`config.mk`:
```
export PLATFORM = sky130hd
export DESIGN_NAME = mwe_tx
export DESIGN_NICKNAME = d
export VERILOG_FILES = /design/src/rtl/mwe_pkg.sv /design/src/rtl/mwe_prescale.sv /design/src/rtl/mwe_txreg.sv /design/src/rtl/mwe_seq.sv /design/src/rtl/mwe_tx.sv
export SDC_FILE = /design/constraint.sdc
export NUM_CORES = 1
export LEC_CHECK = 0
export BUFFER_PORTS_ARGS = -buffer_cell sky130_fd_sc_hd__buf_4
export CORE_AREA = 2 2 70 72
export DETAILED_ROUTE_END_ITERATION = 8
export DIE_AREA = 0 0 72 74
export HOLD_SLACK_MARGIN = 0.02
export PLACE_DENSITY_LB_ADDON = 0.12
export SETUP_SLACK_MARGIN = 0.02
export SLEW_MARGIN = 20
export SYNTH_ARGS = -nofsm -noshare
export SYNTH_HDL_FRONTEND = slang
export SYNTH_SLANG_ARGS = --single-unit
```
`constraint.sdc`:
```
create_clock -name clk -period 3.8 [get_ports clk]
set_clock_uncertainty 0.15 [all_clocks]
set_input_delay 0.76 -clock clk [delete_from_list [all_inputs] [get_ports clk]]
set_output_delay 0.76 -clock clk [all_outputs]
set_load 0.03 [all_outputs]
```
`src/rtl/mwe_pkg.sv`:
```
package mwe_pkg;

    // Number of bit times taken by the sync pattern.
    localparam int unsigned SYNC_BITS = 3;

    typedef struct packed {
        logic pos;
        logic neg;
    } rail_t;

    // One Manchester half-bit: a 1 is positive first, then negative.
    function automatic rail_t enc_half(input logic val, input logic late);
        rail_t r;
        r.pos = val ^ late;
        r.neg = ~(val ^ late);
        return r;
    endfunction

    // Sync half: a command sync is positive first; a data sync is inverted.
    function automatic rail_t sync_half(input logic data_sync, input logic late_part);
        rail_t r;
        r.pos = ~(late_part ^ data_sync);
        r.neg = late_part ^ data_sync;
        return r;
    endfunction

endpackage

```
`src/rtl/mwe_prescale.sv`:
```
module mwe_prescale #(
    parameter int unsigned DIV = 12
) (
    input  logic clk,
    input  logic rst,
    output logic tick,
    output logic sample_en,
    output logic bit_end,
    output logic late_half
);
    localparam int unsigned CW   = $clog2(DIV);
    localparam int unsigned HALF = DIV / 2;

    logic [CW-1:0] cnt_q;

    always_ff @(posedge clk) begin
        if (rst)
            cnt_q <= '0;
        else if (cnt_q == CW'(DIV - 1))
            cnt_q <= '0;
        else
            cnt_q <= cnt_q + 1'b1;
    end

    assign tick      = (cnt_q == '0);
    assign sample_en = (cnt_q == CW'(HALF - 1));
    assign bit_end   = (cnt_q == CW'(DIV - 1));
    assign late_half = (cnt_q >= CW'(HALF));

    AST_TICK_AFTER_END: assert property (@(posedge clk) disable iff (rst)
        bit_end |=> tick);
    AST_HALF_BEFORE_END: assert property (@(posedge clk) disable iff (rst)
        sample_en |=> late_half);

endmodule

```
`src/rtl/mwe_txreg.sv`:
```
module mwe_txreg #(
    parameter int unsigned W = 16
) (
    input  logic         clk,
    input  logic         rst,
    input  logic [W-1:0] din,
    input  logic         latch_en,
    input  logic         load_n,
    input  logic         lock,
    output logic [W-1:0] word
);
    logic [W-1:0] rank1_q;
    logic [W-1:0] rank2_q;

    always_ff @(posedge clk) begin
        if (rst)
            rank1_q <= '0;
        else if (latch_en)
            rank1_q <= din;
    end

    always_ff @(posedge clk) begin
        if (rst)
            rank2_q <= '0;
        else if (!load_n && !lock)
            rank2_q <= rank1_q;
    end

    assign word = rank2_q;

    AST_RANK2_FROZEN: assert property (@(posedge clk) disable iff (rst)
        lock |=> $stable(rank2_q));
    AST_RANK2_NOLOAD: assert property (@(posedge clk) disable iff (rst)
        load_n |=> $stable(rank2_q));
    AST_RANK1_HOLD: assert property (@(posedge clk) disable iff (rst)
        !latch_en |=> $stable(rank1_q));

endmodule

```
`src/rtl/mwe_seq.sv`:
```
module mwe_seq
    import mwe_pkg::*;
#(
    parameter int unsigned W   = 16,
    parameter int unsigned DIV = 12
) (
    input  logic         clk,
    input  logic         rst,
    input  logic         mrst_n,
    input  logic         enc_en_n,
    input  logic         sync_sel,
    input  logic         tick,
    input  logic         sample_en,
    input  logic         bit_end,
    input  logic         late_half,
    input  logic [W-1:0] word,
    output rail_t        rail,
    output logic         send_data
);
    localparam int unsigned FRAME   = SYNC_BITS + W + 1;
    localparam int unsigned IW      = $clog2(FRAME);
    localparam int unsigned BW      = $clog2(W);
    localparam int unsigned DATA_LO = SYNC_BITS;
    localparam int unsigned DATA_HI = SYNC_BITS + W - 1;
    localparam int unsigned PAR_IDX = FRAME - 1;
    localparam int unsigned SEND_LEN = W * DIV;
    localparam int unsigned LW      = $clog2(SEND_LEN + 1);

    logic          active_q;
    logic          armed_q;
    logic [IW-1:0] idx_q;
    logic          dsync_q;
    logic          par_q;

    logic          last_bit;
    logic          in_data;
    logic [BW-1:0] dsel;
    logic          cur_bit;
    logic [IW:0]   hidx;

    assign last_bit  = (idx_q == IW'(PAR_IDX));
    assign in_data   = active_q && (idx_q >= IW'(DATA_LO)) && (idx_q <= IW'(DATA_HI));
    assign dsel      = BW'(IW'(DATA_HI) - idx_q);
    assign cur_bit   = word[dsel];
    assign hidx      = {idx_q, late_half};
    assign send_data = in_data;

    always_ff @(posedge clk) begin
        if (rst || !mrst_n) begin
            active_q <= 1'b0;
            armed_q  <= 1'b0;
            idx_q    <= '0;
            dsync_q  <= 1'b0;
            par_q    <= 1'b0;
        end else begin
            if (sample_en && (!active_q || last_bit) && !enc_en_n)
                armed_q <= 1'b1;
            if (bit_end) begin
                if (in_data)
                    par_q <= par_q ^ cur_bit;
                if (active_q && !last_bit) begin
                    idx_q <= idx_q + 1'b1;
                end else if (armed_q) begin
                    active_q <= 1'b1;
                    idx_q    <= '0;
                    dsync_q  <= sync_sel;
                    armed_q  <= 1'b0;
                    par_q    <= 1'b1;
                end else begin
                    active_q <= 1'b0;
                    idx_q    <= '0;
                end
            end
        end
    end

    always_comb begin
        rail = '0;
        if (active_q) begin
            if (idx_q < IW'(SYNC_BITS))
                rail = sync_half(dsync_q, hidx >= (IW + 1)'(SYNC_BITS));
            else if (last_bit)
                rail = enc_half(par_q, late_half);
            else
                rail = enc_half(cur_bit, late_half);
        end
    end

    // Checker-side length counter for the send strobe.
    logic [LW-1:0] sd_len_q;
    always_ff @(posedge clk) begin
        if (rst)
            sd_len_q <= '0;
        else if (send_data)
            sd_len_q <= sd_len_q + 1'b1;
        else
            sd_len_q <= '0;
    end

    AST_SEND_LENGTH: assert property (@(posedge clk) disable iff (rst)
        ($fell(send_data) && $past(mrst_n)) |-> (sd_len_q == LW'(SEND_LEN)));
    AST_START_ON_TICK: assert property (@(posedge clk) disable iff (rst)
        $rose(active_q) |-> tick);
    AST_ABORT_CLEARS: assert property (@(posedge clk) disable iff (rst)
        !mrst_n |=> (!active_q && !send_data));
    AST_SEND_RISE_TICK: assert property (@(posedge clk) disable iff (rst)
        $rose(send_data) |-> tick);

endmodule

```
`src/rtl/mwe_tx.sv`:
```
module mwe_tx
    import mwe_pkg::*;
#(
    parameter int unsigned WORD_W  = 16,
    parameter int unsigned CLK_DIV = 12
) (
    input  logic              clk,
    input  logic              rst,
    input  logic [WORD_W-1:0] din,
    input  logic              latch_en,
    input  logic              load_n,
    input  logic              enc_en_n,
    input  logic              sync_sel,
    input  logic              out_inh_n,
    input  logic              mrst_n,
    output logic              bus_pos,
    output logic              bus_neg,
    output logic              send_data,
    output logic              shift_tick
);
    logic              tick;
    logic              sample_en;
    logic              bit_end;
    logic              late_half;
    logic [WORD_W-1:0] word;
    rail_t             rail;
    logic              sd;

    mwe_prescale #(.DIV(CLK_DIV)) u_pre (
        .clk       (clk),
        .rst       (rst),
        .tick      (tick),
        .sample_en (sample_en),
        .bit_end   (bit_end),
        .late_half (late_half)
    );

    mwe_txreg #(.W(WORD_W)) u_reg (
        .clk      (clk),
        .rst      (rst),
        .din      (din),
        .latch_en (latch_en),
        .load_n   (load_n),
        .lock     (sd),
        .word     (word)
    );

    mwe_seq #(.W(WORD_W), .DIV(CLK_DIV)) u_seq (
        .clk       (clk),
        .rst       (rst),
        .mrst_n    (mrst_n),
        .enc_en_n  (enc_en_n),
        .sync_sel  (sync_sel),
        .tick      (tick),
        .sample_en (sample_en),
        .bit_end   (bit_end),
        .late_half (late_half),
        .word      (word),
        .rail      (rail),
        .send_data (sd)
    );

    assign bus_pos    = rail.pos & out_inh_n;
    assign bus_neg    = rail.neg & out_inh_n;
    assign send_data  = sd;
    assign shift_tick = tick;

    AST_RAILS_EXCLUSIVE: assert property (@(posedge clk) disable iff (rst)
        !(bus_pos && bus_neg));
    AST_INHIBIT_QUIET: assert property (@(posedge clk) disable iff (rst)
        !out_inh_n |-> (!bus_pos && !bus_neg));
    AST_ABORT_QUIET: assert property (@(posedge clk) disable iff (rst)
        !mrst_n |=> (!bus_pos && !bus_neg));

endmodule

```
==> results.cfg, run 1 <==
[global_routing]
grt_pass1_vias = 1524
grt_start_max_net_pins = 38
antenna_found_initial = 0
grt_pass1_wl_mm = 7.07
grt_overflow = 0
grt_use_total = 0.171

[pwr]
combPwrFrac = 0.090
cellPowerDensity_nw_per_um2 = 367
p_int_w = 0.000732
power.share.switching = 0.221
p_switching_w = 0.000208
ir_drop_uv = 255
sequentialPowerShare = 0.534
p_leak_nw = 1.11
power_frac_clock = 0.376

[clocking]
clock_sinks = 45
clkTransAtPathRegs_ps = 80
cts-resized-gates = 2
root_buffer = clkbuf_8
clock_latency_ps = 290
cts_made_buffers = 5
htreeDepth = 2
cts_tree = built
clock_tree.buffer_depth = 2
cts_hold_buf = 0
post_cts_buffers = 0

[layout]
final_util = 0.557
regArea_sq_um = 902
diodes = 0
drive_gt1_frac = 0.209
fillCellCount = 433
fin_area_sq_um = 2560
area_delta_synth_final_pct = 14.5
nets = 283
multi_input_area_sq_um = 1260

[synth]
synth.distinct_cells = 46
yosysMostFrequentCell = dfxtp_1
ys_warn_count = 0
synth-seq-cells = 45
synth_area_leader_cell = dfxtp_1
synth_nets = 264
syn_avg_cell_area_sq_um = 9.57
async_flop_share = 0
synthCells = 234
syn-cell-area_sq_um = 2240
yosysTopAreaCellShare = 0.402
synthTopCellsByCount = dfxtp_1, nor2_1, mux2i_1
ys_seq_area_frac = 0.402
synth_edf_count = 0
synth_ff_type = dfxtp_1
yosys-top-cells-area = dfxtp_1, mux2i_1, nor2_1, ha_1, mux4_2

[worst_setup_path]
r2r_slack_ps = 1270
r2r_end = u_seq.par_q
start_kind = flip-flop
path_max_fanout = 12
critPathCaptureType = output pin
r2r_start = u_seq.idx_q[0]
critPathArrivalTime_ps = 2670
crit_type = flip-flop to output pin
rr_worst_depth = 7
crit_required_ps = 2890

[die]
rows = 25
start_util = 0.487
die_y_microns = 74
fp.dieArea_sq_um = 5330
chipWidth_microns = 72
ios = 28
coreArea_sq_um = 4600

[timing]
maxSlewHeadroom = 0.492
finalCriticalPeriod_ps = 3580
worst_hold_slack_ps = 329
fin_tns_setup_ps = 0
finalHoldViolCount = 0
tightest_slew_ps = 762
fmax_mhz = 280
drv_slew = 0
finalCritPeriodShare = 0.941
setup_viol = 0
rsz0062_at_grt = no

[worst_hold_path]
whs_endpoint = u_seq.armed_q
min_path_type = flip-flop to flip-flop
hp-start = u_seq.armed_q
min_delay_path_depth = 2

[detailed_routing]
wl_met3_microns = 108
vias = 1629
vias_per_cell = 5.29
final_antenna_net_count = 0
firstDrtPassIters = 4
dr.max_layer_used = met4
drt_iter0_drc = 91
wl_met2_mm = 1.95
wl_met1_mm = 2.00
drcViolationCount = 0
drt-total-wl_mm = 4.12
wl_per_cell_microns = 13.4

[job]
drv_cap = 0

[placement]
routabilityCongestion = 0.840
placed_area_sq_um = 2430
dp_hpwl_mm = 3.02
port_buffers = 27

[run_status]
status = finished, final reports clean
==> sequential cells by signal (all words and copies together) (netlist names) <==
| register | cells |
|---|---|
| u_seq.armed_q | 1 |
| u_seq.idx_q | 5 |
| u_pre.cnt_q | 4 |
| u_reg.rank1_q | 16 |
| u_seq.dsync_q | 1 |
| u_seq.active_q | 1 |
| u_seq.par_q | 1 |
| u_reg.word | 16 |
==> power groups by stage <==
stage          clock, W  combinational, W  sequential (W)
6_report       0.000353         0.0000841        0.000502
5_1_grt        0.000386         0.0000938        0.000506
4_1_cts        0.000363         0.0000851        0.000503
3_5_place_dp          0         0.0000847        0.000514
3_3_place_gp          0         0.0000831        0.000514
2_1_floorplan         0         0.0000589        0.000509
==> critical path: stages (launching register included) <==
cell and delay [ps]:
dfxtp_2 460, ha_2 340, xor2_4 220, mux4_2 550, a22oi_2 240, a21oi_1 100
o311a_1 300, buf_4 170
==> routing by layer <==
metal  GRT usage  vias to the layer above
met4      0.0839                        0
met2       0.279                       22
met3      0.0312                        7
li1            -                      860
met1       0.219                      740
met5           0                        -
==> through the flow <==
stage,cells,worst slack (ps),power (W)
4_1_cts,308,128,0.000951
3_5_place_dp,300,318,0.000599
3_3_place_gp,300,361,0.000597
5_1_grt,308,56.7,0.000986
2_1_floorplan,234,265,0.000568
6_report,308,224,0.000940
==> worst max path at each step <==
stage	depth (start not counted)	endpoint	startpoint	slack, ps
final	7	bus_pos	u_seq.idx_q[0]	220
after global routing	7	bus_neg	u_seq.idx_q[0]	60
after CTS	8	bus_pos	u_seq.idx_q[0]	130
after detailed placement	7	bus_pos	u_seq.idx_q[0]	320
after global placement	7	bus_pos	u_seq.idx_q[0]	360
after floorplan	8	bus_neg	u_seq.idx_q[0]	260
==> area by class of cell <==
class                      count  share of cell area
timing repair buffer          28              0.0820
sequential                    45               0.352
clock buffer                   6              0.0283
tap                           54              0.0264
clock inverter                 2              0.0151
multi-input combinational    169               0.490
inverter                       4             0.00586
==> kinds of logic after synthesis <==
logic type / synth area share
mux: 0.200
compound gates: 0.101
fa+ha+maj: 0.0335
flops: 0.402
xor+xnor: 0.0268
buf+inv: 0.0453
simple gates: 0.191
==> cells in the final DEF, fill, tap and decap left out, types with 3 or more instances in the layout <==
cell type / count
nand4_1: 4
mux2i_1: 38
nor2_1: 43
mux4_2: 3
xor2_1: 3
o21ai_0: 5
a211oi_1: 3
a21oi_1: 8
buf_4: 28
inv_1: 4
dfxtp_1: 44
nand3_1: 3
ha_1: 4
and2_1: 3
nor4b_1: 3
clkbuf_8: 5
nand2_1: 10
Power figures use the tool's default switching activity.
==> run 2, diff against run 1 <==
--- a/config.mk
+++ b/config.mk
@@ -7,12 +7,14 @@
 export LEC_CHECK = 0
 export BUFFER_PORTS_ARGS = -buffer_cell sky130_fd_sc_hd__buf_4
 export CORE_AREA = 2 2 70 72
+export CTS_CLUSTER_SIZE = 28
 export DETAILED_ROUTE_END_ITERATION = 8
 export DIE_AREA = 0 0 72 74
 export HOLD_SLACK_MARGIN = 0.02
-export PLACE_DENSITY_LB_ADDON = 0.12
+export PLACE_DENSITY = 0.69
 export SETUP_SLACK_MARGIN = 0.02
 export SLEW_MARGIN = 20
 export SYNTH_ARGS = -nofsm -noshare
 export SYNTH_HDL_FRONTEND = slang
 export SYNTH_SLANG_ARGS = --single-unit
+export TNS_END_PERCENT = 1
==> run 2 against run 1 <==
- routed wire length increased by 0.85%
- worst hold slack got worse by 3.9 ps
- die area unchanged
- critical path type unchanged
- first-iteration DRC count decreased by 13%
- largest power group unchanged
- largest cell class unchanged
- final area about the same
- clock-buffer cell count decreased by 1
==> results.cfg, run 2 (synthesis gave the netlist of run 1 again) <==
[run_status]
status = finished, final reports clean

[pwr]
power_w = 0.000958
cellPowerDensity_nw_per_um2 = 374
ir_drop_uv = 328
p_leak_nw = 1.11

[clocking]
cts_tree = built
clkTransAtPathRegs_ps = 90
clock_sinks = 45
clock_latency_ps = 300
cts_hold_buf = 0
root_buffer = clkbuf_8
clock_tree.buffer_depth = 2
post_cts_buffers = 0
cts_made_buffers = 5
htreeDepth = 2

[timing]
fin_tns_setup_ps = 0
tightest_slew_ps = 751
maxSlewHeadroom = 0.499
finalCriticalPeriod_ps = 3600
fmax_mhz = 278
finalCritPeriodShare = 0.947
drv_slew = 0
finalHoldViolCount = 0
rsz0062_at_grt = no
setup_viol = 0

[global_routing]
grt_pass1_vias = 1557
grt_pass1_wl_mm = 7.06
grt_start_max_net_pins = 38
grt_overflow = 0
grt_use_total = 0.172
antenna_found_initial = 0

[worst_setup_path]
r2r_start = u_seq.idx_q[0]
critPathCaptureType = output pin
crit_required_ps = 2890
path_max_fanout = 12
crit_type = flip-flop to output pin
start_kind = flip-flop
rr_worst_depth = 7
r2r_end = u_seq.par_q
crit_path_end = bus_pos
startpoint = u_seq.idx_q[0]
r2r_slack_ps = 1300
critPathArrivalTime_ps = 2690

[layout]
area_delta_synth_final_pct = 14.6
diodes = 0
nets = 283
layout_commonest_cell = dfxtp_1
fin_area_sq_um = 2560
fillCellCount = 423
multi_input_area_sq_um = 1250
drive_gt1_frac = 0.209
regArea_sq_um = 902
final_cell_mix = dfxtp_1, nor2_1, mux2i_1, buf_4, nand2_1

[detailed_routing]
firstDrtPassIters = 4
final_antenna_net_count = 0
vias_per_cell = 5.43
drt-total-wl_mm = 4.16
drcViolationCount = 0
drt_iter0_drc = 79
vias = 1671
wl_per_cell_microns = 13.5

[placement]
port_buffers = 27
dp_hpwl_mm = 3.02
placed_area_sq_um = 2430
routabilityCongestion = 0.874

[job]
drv_cap = 0

[die]
chipWidth_microns = 72
fp.dieArea_sq_um = 5330
start_util = 0.487
ios = 28
die_y_microns = 74
rows = 25
coreArea_sq_um = 4600

[worst_hold_path]
min_path_type = flip-flop to flip-flop
-- run 2: cell count changes in the layout (fill, tap and decap cells not counted), sizes merged --
| cell | previous run | this run |
|---|---|---|
| clkbuf | 6 | 5 |
| clkinv | 1 | 0 |
| inv | 4 | 5 |
| clkinvlp | 0 | 1 |
-- run 2: worst max-delay path, stage by stage, from the launching register on --
cell	delay [ps]
dfxtp_2	460
inv_1	110
ha_2	440
mux2i_1	100
mux4_2	490
a21oi_1	200
nor3_1	80
o311a_1	340
buf_4	170
-- run 2: worst min-delay path by stage --
stage               depth (start not counted)            end  slack (ps)          start
floorplan                                   2  u_seq.armed_q         290  u_seq.armed_q
global placement                            2  u_seq.armed_q         300  u_seq.armed_q
detailed placement                          2  u_seq.armed_q         320  u_seq.armed_q
CTS                                         2  u_seq.armed_q         330  u_seq.armed_q
global route                                2  u_seq.armed_q         360  u_seq.armed_q
finish                                      2  u_seq.armed_q         320  u_seq.armed_q
-- run 2: layer usage --
metal / vias up / share of wire / wire length, microns / track usage
met4: 0 / 0.024 / 100 / 0.0839
met1: 761 / 0.47 / 1960 / 0.211
met2: 37 / 0.46 / 1930 / 0.282
li1: 863 / - / - / -
met5: - / 0 / 0 / 0
met3: 10 / 0.041 / 169 / 0.0474
-- run 2: layout make-up --
type / instances / area share
clock buffers: 5 / 0.0268
flip-flops and latches: 45 / 0.352
well taps: 54 / 0.0263
clock inverters: 3 / 0.0190
inverters: 4 / 0.00585
multi-input cells: 169 / 0.488
repair buffers: 28 / 0.0820
-- run 2: report_power, final --
group | internal [W] | switching [W]
clock | 0.000200 | 0.000171
sequential | 0.000490 | 0.0000128
combinational | 0.0000451 | 0.0000394
total | 0.000735 | 0.000223
-- run 2: through the flow --
stage          setup slack (ps)  cells   util  hold WS [ps]
6_report                    201    308  0.558           325
3_5_place_dp                326    300  0.528           316
5_1_grt                    43.2    308  0.558           364
4_1_cts                    96.9    308  0.554           328
3_3_place_gp                363    300  0.528           304
2_1_floorplan               265    234      -           290
-- run 2: repair_timing --
action | CTS | global route
endpoints found under the setup margin | 2 | 2
gates resized for setup | 1 | 3
hold endpoints to repair | 0 | 0
